===== config.mk =====
export PLATFORM = sky130hd
export DESIGN_NAME = twi_cmd_bridge
export DESIGN_NICKNAME = d
export VERILOG_FILES = /design/src/rtl/twi_br_pkg.sv /design/src/rtl/twi_br_decode.sv /design/src/rtl/twi_br_regbank.sv /design/src/rtl/twi_cmd_bridge.sv
export SDC_FILE = /design/constraint.sdc
export NUM_CORES = 1
export LEC_CHECK = 0
export BUFFER_PORTS_ARGS = -buffer_cell sky130_fd_sc_hd__buf_2
export CAP_MARGIN = 20
export CORE_UTILIZATION = 35
export CTS_CLUSTER_SIZE = 10
export DETAILED_ROUTE_END_ITERATION = 10
export GPL_ROUTABILITY_DRIVEN = 0
export PLACE_DENSITY = 0.65
export SYNTH_ARGS = -nofsm -noshare
export SYNTH_HDL_FRONTEND = slang
export SYNTH_SLANG_ARGS = --single-unit

===== constraint.sdc =====
create_clock -name clk -period 2.08 [get_ports clk]
set_input_delay 0.624 -clock clk [delete_from_list [all_inputs] [get_ports clk]]
set_output_delay 0.624 -clock clk [all_outputs]
set_load 0.03 [all_outputs]

===== src/rtl/twi_br_pkg.sv =====
package twi_br_pkg;

    typedef enum logic [1:0] {
        ST_IDLE   = 2'd0,
        ST_WAIT   = 2'd1,
        ST_COMMIT = 2'd2
    } br_state_e;

    localparam int POS_VALID = 63;
    localparam int POS_RD    = 56;
    localparam int POS_OP    = 57;
    localparam int POS_IA    = 32;

    localparam logic [3:0] OP_CLKHI = 4'd4;
    localparam logic [3:0] OP_EXT   = 4'd6;

    localparam logic [2:0] IA_DATA    = 3'd1;
    localparam logic [2:0] IA_CTRL    = 3'd2;
    localparam logic [2:0] IA_CLKSTAT = 3'd3;
    localparam logic [2:0] IA_SRST    = 3'd7;

    localparam logic [7:0] STAT_IDLE = 8'hF8;

    typedef struct packed {
        logic       rd;
        logic [3:0] op;
        logic [2:0] ia;
        logic [7:0] dat;
    } br_cmd_t;

    function automatic logic [63:0] pack_status(input logic v, input br_cmd_t c);
        logic [63:0] w;
        w = '0;
        w[POS_VALID]           = v;
        w[POS_RD]              = c.rd;
        w[POS_OP +: 4]         = c.op;
        w[POS_IA +: 3]         = c.ia;
        w[7:0]                 = c.dat;
        return w;
    endfunction

endpackage


===== src/rtl/twi_br_decode.sv =====
module twi_br_decode
    import twi_br_pkg::*;
(
    input  logic [63:0] word,
    output logic        launch,
    output br_cmd_t     cmd
);
    always_comb begin
        launch  = word[POS_VALID];
        cmd.rd  = word[POS_RD];
        cmd.op  = word[POS_OP +: 4];
        cmd.ia  = word[POS_IA +: 3];
        cmd.dat = word[7:0];
    end
endmodule


===== src/rtl/twi_br_regbank.sv =====
module twi_br_regbank
    import twi_br_pkg::*;
#(
    parameter int DW = 8
) (
    input  logic          clk,
    input  logic          rst_n,
    input  logic          wr_en,
    input  logic [2:0]    addr,
    input  logic [DW-1:0] wdata,
    output logic [DW-1:0] rdata,
    input  logic          stat_we,
    input  logic [DW-1:0] stat_in,
    output logic [DW-1:0] data_q,
    output logic [DW-1:0] ctl_q,
    output logic [DW-1:0] clkctl_q
);
    localparam logic [DW-1:0] STAT_RST = DW'(STAT_IDLE);

    logic [DW-1:0] stat_q;
    logic          srst;

    assign srst = wr_en && (addr == IA_SRST);

    always_ff @(posedge clk or negedge rst_n) begin
        if (!rst_n) begin
            data_q   <= '0;
            ctl_q    <= '0;
            clkctl_q <= '0;
            stat_q   <= STAT_RST;
        end else begin
            if (srst) begin
                stat_q <= STAT_RST;
                ctl_q  <= '0;
            end else begin
                if (stat_we) stat_q <= stat_in;
                if (wr_en) begin
                    unique case (addr)
                        IA_DATA:    data_q   <= wdata;
                        IA_CTRL:    ctl_q    <= wdata;
                        IA_CLKSTAT: clkctl_q <= wdata;
                        default:    ;
                    endcase
                end
            end
        end
    end

    always_comb begin
        unique case (addr)
            IA_DATA:    rdata = data_q;
            IA_CTRL:    rdata = ctl_q;
            IA_CLKSTAT: rdata = stat_q;
            default:    rdata = '0;
        endcase
    end

    // soft reset lands on the idle status code and clears control
    a_r6_soft_reset: assert property (@(posedge clk) disable iff (!rst_n)
        srst |=> (stat_q == STAT_RST) && (ctl_q == '0));

    // an engine update without soft reset is taken as-is
    a_r11_stat_load: assert property (@(posedge clk) disable iff (!rst_n)
        (stat_we && !srst) |=> stat_q == $past(stat_in));
endmodule


===== src/rtl/twi_cmd_bridge.sv =====
module twi_cmd_bridge
    import twi_br_pkg::*;
#(
    parameter int ACC_LAT = 4
) (
    input  logic        clk,
    input  logic        rst_n,
    input  logic        host_we,
    input  logic [63:0] host_wdata,
    output logic [63:0] host_rdata,
    input  logic        eng_stat_we,
    input  logic [7:0]  eng_stat,
    output logic [7:0]  data_q,
    output logic [7:0]  ctl_q,
    output logic [7:0]  clkctl_q,
    output logic [7:0]  thp_q
);
    localparam int             CW       = $clog2(ACC_LAT + 1);
    localparam logic [CW-1:0]  CNT_LAST = CW'(ACC_LAT - 2);

    br_state_e state_q, state_d;
    logic [CW-1:0] cnt_q;
    logic          valid_q;
    br_cmd_t       cmd_q, dec_cmd;
    logic          dec_launch;
    logic          bank_we;
    logic [7:0]    bank_rdata;
    logic          start;

    twi_br_decode u_dec (
        .word   (host_wdata),
        .launch (dec_launch),
        .cmd    (dec_cmd)
    );

    assign start   = host_we && dec_launch;
    assign bank_we = (state_q == ST_COMMIT) && (cmd_q.op == OP_EXT) && !cmd_q.rd;

    twi_br_regbank #(.DW(8)) u_bank (
        .clk      (clk),
        .rst_n    (rst_n),
        .wr_en    (bank_we),
        .addr     (cmd_q.ia),
        .wdata    (cmd_q.dat),
        .rdata    (bank_rdata),
        .stat_we  (eng_stat_we),
        .stat_in  (eng_stat),
        .data_q   (data_q),
        .ctl_q    (ctl_q),
        .clkctl_q (clkctl_q)
    );

    // next-state logic
    always_comb begin
        state_d = state_q;
        unique case (state_q)
            ST_IDLE:   if (start) state_d = ST_WAIT;
            ST_WAIT:   if (cnt_q == CNT_LAST) state_d = ST_COMMIT;
            ST_COMMIT: state_d = ST_IDLE;
            default:   state_d = ST_IDLE;
        endcase
    end

    always_ff @(posedge clk or negedge rst_n) begin
        if (!rst_n) state_q <= ST_IDLE;
        else        state_q <= state_d;
    end

    // datapath / outputs
    always_ff @(posedge clk or negedge rst_n) begin
        if (!rst_n) begin
            cnt_q   <= '0;
            valid_q <= 1'b0;
            cmd_q   <= '0;
            thp_q   <= '0;
        end else begin
            unique case (state_q)
                ST_IDLE: begin
                    if (start) begin
                        cmd_q   <= dec_cmd;
                        valid_q <= 1'b1;
                        cnt_q   <= '0;
                    end
                end
                ST_WAIT: cnt_q <= cnt_q + 1'b1;
                ST_COMMIT: begin
                    valid_q <= 1'b0;
                    if (cmd_q.op == OP_EXT && cmd_q.rd) cmd_q.dat <= bank_rdata;
                    if (cmd_q.op == OP_CLKHI) thp_q <= cmd_q.dat;
                end
                default: ;
            endcase
        end
    end

    assign host_rdata = pack_status(valid_q, cmd_q);

    // checker counter: cycles the flag has been up
    logic [CW-1:0] chk_cnt;
    always_ff @(posedge clk or negedge rst_n) begin
        if (!rst_n)       chk_cnt <= '0;
        else if (valid_q) chk_cnt <= chk_cnt + 1'b1;
        else              chk_cnt <= '0;
    end

    // idle launch raises the flag on the next cycle
    a_r1_launch: assert property (@(posedge clk) disable iff (!rst_n)
        (!host_rdata[63] && host_we && host_wdata[63]) |=> host_rdata[63]);

    // flag never stays up longer than the latency
    a_r2_bounded: assert property (@(posedge clk) disable iff (!rst_n)
        host_rdata[63] |-> chk_cnt < CW'(ACC_LAT));

    // flag drops exactly at the latency
    a_r2_exact: assert property (@(posedge clk) disable iff (!rst_n)
        (host_rdata[63] && chk_cnt == CW'(ACC_LAT - 1)) |=> !host_rdata[63]);

    // a write while busy leaves the running opcode unchanged
    a_r3_ignore: assert property (@(posedge clk) disable iff (!rst_n)
        (host_rdata[63] && host_we) |=> $stable(host_rdata[60:57]));

    // high-period load takes the command byte
    a_r7_clk_load: assert property (@(posedge clk) disable iff (!rst_n)
        (state_q == ST_COMMIT && cmd_q.op == OP_CLKHI) |=> thp_q == $past(cmd_q.dat));
endmodule


==> results.toml, run 1 <==
[outcome]
status = "finished clean"

[sta]
hold_slack_ns = 0.222
timing.fmax_mhz = 533
timing.final.crit_share = 0.902
fin_setup_tns_ns = 0
worst_slack_ns = 0.204
rsz0062_at_grt = "no"
worst_pin_slew_ns = 0.631
slew_headroom = 0.578
setup_viol = 0
hold_viol = 0
maxSlewViolCount = 0
period_needed_ns = 1.88
fin_worst_skew_ns = 0.0125

[die]
dieArea_sq_mm = 0.00950
die_h_um = 97.5
core_sq_mm = 0.00876
row_count = 34
die_x_um = 97.5
initial_core_util = 0.364
io_pins = 172

[clock_network]
ctsHoldBuffers = 0
cts_made_buffers = 9
clk_pin_slew_ns = 0.07
cts_tree = "yes"
cts.htree.levels = 3
clkLatencyLatePin_ns = 0.34
clock-sinks = 62
post_cts_buffers = 0
clk_path_buf_depth = 2
cts_root_buf = "clkbuf_8"
cts.repair.resized = 0

[logic_synthesis]
yosys_warnings = 0
netlist_area_sq_mm = 0.00319
synth.distinct_cells = 39
syn_inst = 285
seq_area_frac_synth = 0.488
ys_seq_elements = 62
syn_avg_cell_area_sq_um = 11.2

[layout]
fin_cells = 483
n_antenna_cell = 0
fillCellCount = 863
post-route-util = 0.432
final_common_cell = "buf_2"
mostFrequentLayoutCells = "buf_2, dfrtp_1, conb_1, nand2_1, mux2_2"
design_area_sq_mm = 0.00378
drive_gt1_frac = 0.392
nets = 448
area_growth_pct = 18.5

[critical_path]
cp.required_ns = 1.46
critPathArrivalTime_ns = 1.25
path_buf_inv = 2
critPathTopFamily = "flip-flops"
critical_path_class = "flop to output port"
end_kind = "output port"
critPathMaxFanout = 9
path_cells = "buf_4 -> buf_2"
crit_slowest_cell = "dfrtp_1"
cp_slowest_stage_delay_ns = 0.47
cp-start-kind = "flop"

[place]
placed_area_sq_mm = 0.00356
dp_slack_ns = 0.328
io_buffer_count = 77
placedCellCount = 467
hpwl_um = 5400

[grt]
grt_pass1_wl_um = 11700
grt_max_degree = 33
grt_overflow = 0
grt_use_total = 0.160
grt_pass1_vias = 2187
antenna_found_initial = 0

[pwr]
p_leak_nw = 1.97
ir_drop_v = 0.000757
powerDensity_mw_per_mm2 = 1350
total_power_mw = 5.12

[detailed_routing]
ant_nets = 0
wl_per_cell_um = 15.2
viasPerCell = 4.68
drt-initial-drc-count = 112
first_pass_iters = 4
routed_wl_um = 7350
drcViolationCount = 0
vias = 2260

[min_path]
worstHoldPathType = "input pin to asynchronous set/reset pin"

[job]
maxCapViolCount = 0
==> cells in the mapped netlist <==
master	instances	share of area
a22oi_1	8	0.019
nand3_1	4	0.0063
and4bb_4	1	0.0051
ha_1	2	0.0078
nor4bb_1	1	0.0031
clkbuf_1	5	0.0059
buf_2	2	0.0031
nand4b_1	1	0.0027
and2_1	4	0.0078
and3_2	1	0.0024
mux2i_1	8	0.025
and3b_1	1	0.0027
dfrtp_1	57	0.45
nor2_2	1	0.0020
o2bb2ai_1	8	0.022
nor2_1	14	0.016
nor3_2	1	0.0031
nor4b_1	1	0.0027
and3_1	2	0.0039
a32oi_1	4	0.011
mux2_2	24	0.085
dfstp_2	5	0.041
o21ai_0	6	0.0094
buf_6	1	0.0035
xnor2_1	1	0.0027
a31oi_1	4	0.0078
buf_4	49	0.12
conb_1	1	0.0012
nor2b_1	3	0.0059
nand2_1	29	0.034
a22o_1	8	0.022
and4_1	1	0.0027
inv_1	3	0.0035
nand2b_1	2	0.0039
buf_1	3	0.0035
mux2_4	8	0.038
nand4_2	1	0.0039
a41o_2	1	0.0035
a21oi_1	9	0.014
==> where the power goes <==
part | leakage [nW] | internal (mW) | switching, mW
Sequential | 0.761 | 1.53 | 0.388
Clock | 0.108 | 0.703 | 0.481
Combinational | 1.10 | 0.699 | 1.32
==> state kept, by name, indices dropped and copies added, names as in the netlist <==
register and count:
host_rdata 16, thp_q 8, u_bank.clkctl_q 8, u_bank.ctl_q 8
u_bank.data_q 8, u_bank.stat_q 8, cnt_q 3, state_q 2
valid_q 1
==> path summary, 6_finish.rpt <==
kind / startpoint / endpoint / slack, ns / cells after the start
min: rst_n / thp_q[0]$_DFFE_PN0P_ / 0.22 / 1
max in group asynchronous: rst_n / u_bank.stat_q[7]$_DFFE_PN1P_ / 1.23 / 2
min in group clk: host_wdata[60] / host_rdata[60]$_DFFE_PN0P_ / 0.48 / 3
max reg2reg: host_rdata[56]$_DFFE_PN0P_ / u_bank.data_q[1]$_DFFE_PN0P_ / 0.30 / 3
min reg2reg: valid_q$_DFFE_PN0P_ / valid_q$_DFFE_PN0P_ / 0.48 / 2
max: host_rdata[33]$_DFFE_PN0P_ / host_rdata[33] / 0.20 / 2
==> cell type report <==
cell class,instances,area [sq um],share of cell area
inverter,3,11.3,0.00298
clock inverter,6,85.1,0.0225
multi-input combinational,206,1380,0.364
clock buffer,10,138,0.0364
timing repair buffer,88,480,0.127
sequential,62,1560,0.412
tap,108,135,0.0357
==> metal layers <==
| metal | wire, um | up-vias | track usage | share of wire |
|---|---|---|---|---|
| li1 | - | 1075 | - | - |
| met1 | 3280 | 1093 | 0.206 | 0.45 |
| met2 | 3510 | 88 | 0.251 | 0.48 |
| met3 | 547 | 4 | 0.0647 | 0.074 |
| met4 | 23 | 0 | 0.0339 | 0.0031 |
| met5 | 0 | - | 0 | 0 |
==> cells by family after synthesis <==
| logic type | after synthesis | synth area share |
|---|---|---|
| AO/OA/AOI/OAI | 48 | 0.109 |
| XOR/XNOR | 1 | 0.00275 |
| adder cells (fa/ha/maj) | 2 | 0.00784 |
| buffers and inverters | 63 | 0.135 |
| flip-flops | 62 | 0.488 |
| multiplexers | 40 | 0.147 |
| other | 1 | 0.00118 |
| AND/OR/NAND/NOR | 68 | 0.109 |
No activity file was read; power rests on OpenSTA's default activity.
==> inputs of run 2 (changes only) <==
Settings changed: CELL_PAD_IN_SITES_DETAIL_PLACEMENT from default to 0, CELL_PAD_IN_SITES_GLOBAL_PLACEMENT from default to 1, CORE_UTILIZATION 35 to 33, PLACE_DENSITY 0.65 to 0.85.
==> run 2 against run 1 <==
Against the previous run: clock power decreased by 8%; critical path type is now flop to flop; largest power group unchanged; final cell count increased by 4.1%; hold slack improved by 0.069 ns; routed wire length decreased by 2.8%.
==> results.toml, run 2 (synthesized netlist as in run 1, its figures left out) <==
[critical_path]
end_kind = "flop"
r2r_slack_ns = 0.32
cp.required_ns = 2.30
critical_path_class = "flop to flop"
critPathMaxFanout = 8
critPathArrivalTime_ns = 1.99
cpMostUsedCell = "and3_1"
crit_slowest_cell = "dfrtp_1"
critPathTopFamily = "simple AND/OR/NAND/NOR gates"
cp-start-kind = "flop"
path_buf_inv = 1
cp_slowest_stage_delay_ns = 0.39
path_cells = "and4bb_4 -> and3_1 -> and3_1 -> buf_4 -> mux2_4"

[die]
initial_core_util = 0.344
io_pins = 172
core_sq_mm = 0.00928
dieArea_sq_mm = 0.0101
row_count = 35
die_x_um = 100
die_h_um = 100

[layout]
largest_register_ffs = 16
mostFrequentLayoutCells = "buf_2, dfrtp_1, conb_1, nand2_1, mux2_2"
area_growth_pct = 18.8
n_antenna_cell = 0
final_common_cell = "buf_2"
drive_gt1_frac = 0.388
nets = 447
fillCellCount = 948

[detailed_routing]
routed_wl_um = 7150
viasPerCell = 4.53
first_pass_iters = 4
wl_per_cell_um = 14.2
vias = 2278
drt-initial-drc-count = 82
drcViolationCount = 0
ant_nets = 0

[grt]
antenna_found_initial = 0
grt_pass1_vias = 2198
grt_overflow = 0
grt_use_total = 0.153
grt_max_degree = 63
grt_pass1_wl_um = 11500

[sta]
fin_worst_skew_ns = 0.00987
period_needed_ns = 1.76
slew_headroom = 0.631
hold_viol = 0
worst_pin_slew_ns = 0.550
timing.final.crit_share = 0.848
fin_setup_tns_ns = 0
setup_viol = 0
timing.fmax_mhz = 567
maxSlewViolCount = 0
rsz0062_at_grt = "no"

[clock_network]
post_cts_buffers = 0
cts_made_buffers = 9
clkLatencyLatePin_ns = 0.34
clk_pin_slew_ns = 0.07
clk_path_buf_depth = 2
cts.htree.levels = 3
clock-sinks = 62
cts.repair.resized = 0
cts_root_buf = "clkbuf_8"
ctsHoldBuffers = 0
cts_tree = "yes"

[place]
io_buffer_count = 77
hpwl_um = 5220

[pwr]
p_leak_nw = 1.97
total_power_mw = 5.02
ir_drop_v = 0.000626
powerDensity_mw_per_mm2 = 1320

[job]
maxCapViolCount = 0

[outcome]
status = "finished clean"

[min_path]
worstHoldPathType = "input pin to asynchronous set/reset pin"
## run 2: cell count changes in the layout (fill, tap and decap cells not counted), sizes merged
cell | before | now
clkbuf | 10 | 12
bufinv | 2 | 1
buf | 88 | 87
clkinv | 2 | 3
clkinvlp | 2 | 0
## run 2: cell type report
cell class	count	area (sq um)	area share
clock buffers	12	155	0.0409
inverters	3	11.3	0.00297
flip-flops and latches	62	1560	0.411
clock inverters	4	45.0	0.0119
repair buffers	87	485	0.128
well taps	129	161	0.0426
multi-input cells	206	1380	0.363
## run 2: worst reg2reg max path, delay by kind of cell, from the launching register on
family                 cells  cell delay (ns)
buffers and inverters      1             0.21
flip-flops                 1             0.39
multiplexers               1             0.32
AND/OR/NAND/NOR            3             0.73
## run 2: per-layer routing
| metal | share of wire | vias up | routed length (um) | global-route usage |
|---|---|---|---|---|
| met5 | 0 | - | 0 | 0 |
| met2 | 0.48 | 91 | 3420 | 0.241 |
| met4 | 0.011 | 0 | 81 | 0.0502 |
| met3 | 0.069 | 10 | 493 | 0.0474 |
| met1 | 0.44 | 1100 | 3150 | 0.199 |
| li1 | - | 1077 | - | - |
## run 2: path summary, 6_finish.rpt
path	from	end	cells past startpoint
min in group clk	host_wdata[58]	host_rdata[58]$_DFFE_PN0P_	3
worst max register to register	host_rdata[60]$_DFFE_PN0P_	u_bank.clkctl_q[6]$_DFFE_PN0P_	5
worst max-delay path	host_rdata[60]$_DFFE_PN0P_	u_bank.clkctl_q[6]$_DFFE_PN0P_	5
max in group asynchronous	rst_n	u_bank.stat_q[4]$_DFFE_PN1P_	2
worst min register to register	valid_q$_DFFE_PN0P_	valid_q$_DFFE_PN0P_	2
worst min-delay path	rst_n	u_bank.data_q[6]$_DFFE_PN0P_	2
## run 2: through the flow
stage / hold slack (ns) / std cells / setup WS (ns) / util / area (sq um)
2_1_floorplan: 0.328 / 331 / 0.321 / - / 3360
3_3_place_gp: 0.484 / 487 / 0.329 / 0.387 / 3590
3_5_place_dp: 0.477 / 487 / 0.311 / 0.387 / 3590
4_1_cts: 0.291 / 503 / 0.303 / 0.408 / 3790
5_1_grt: 0.291 / 503 / 0.222 / 0.408 / 3790
6_report: 0.292 / 503 / 0.316 / 0.408 / 3790
## run 2: power breakdown
group	switching (mW)	internal, mW	total [mW]	leakage [nW]
logic	1.29	0.721	2.02	1.10
registers	0.387	1.53	1.92	0.761
clock network	0.471	0.613	1.08	0.106
total	2.15	2.87	5.02	1.97
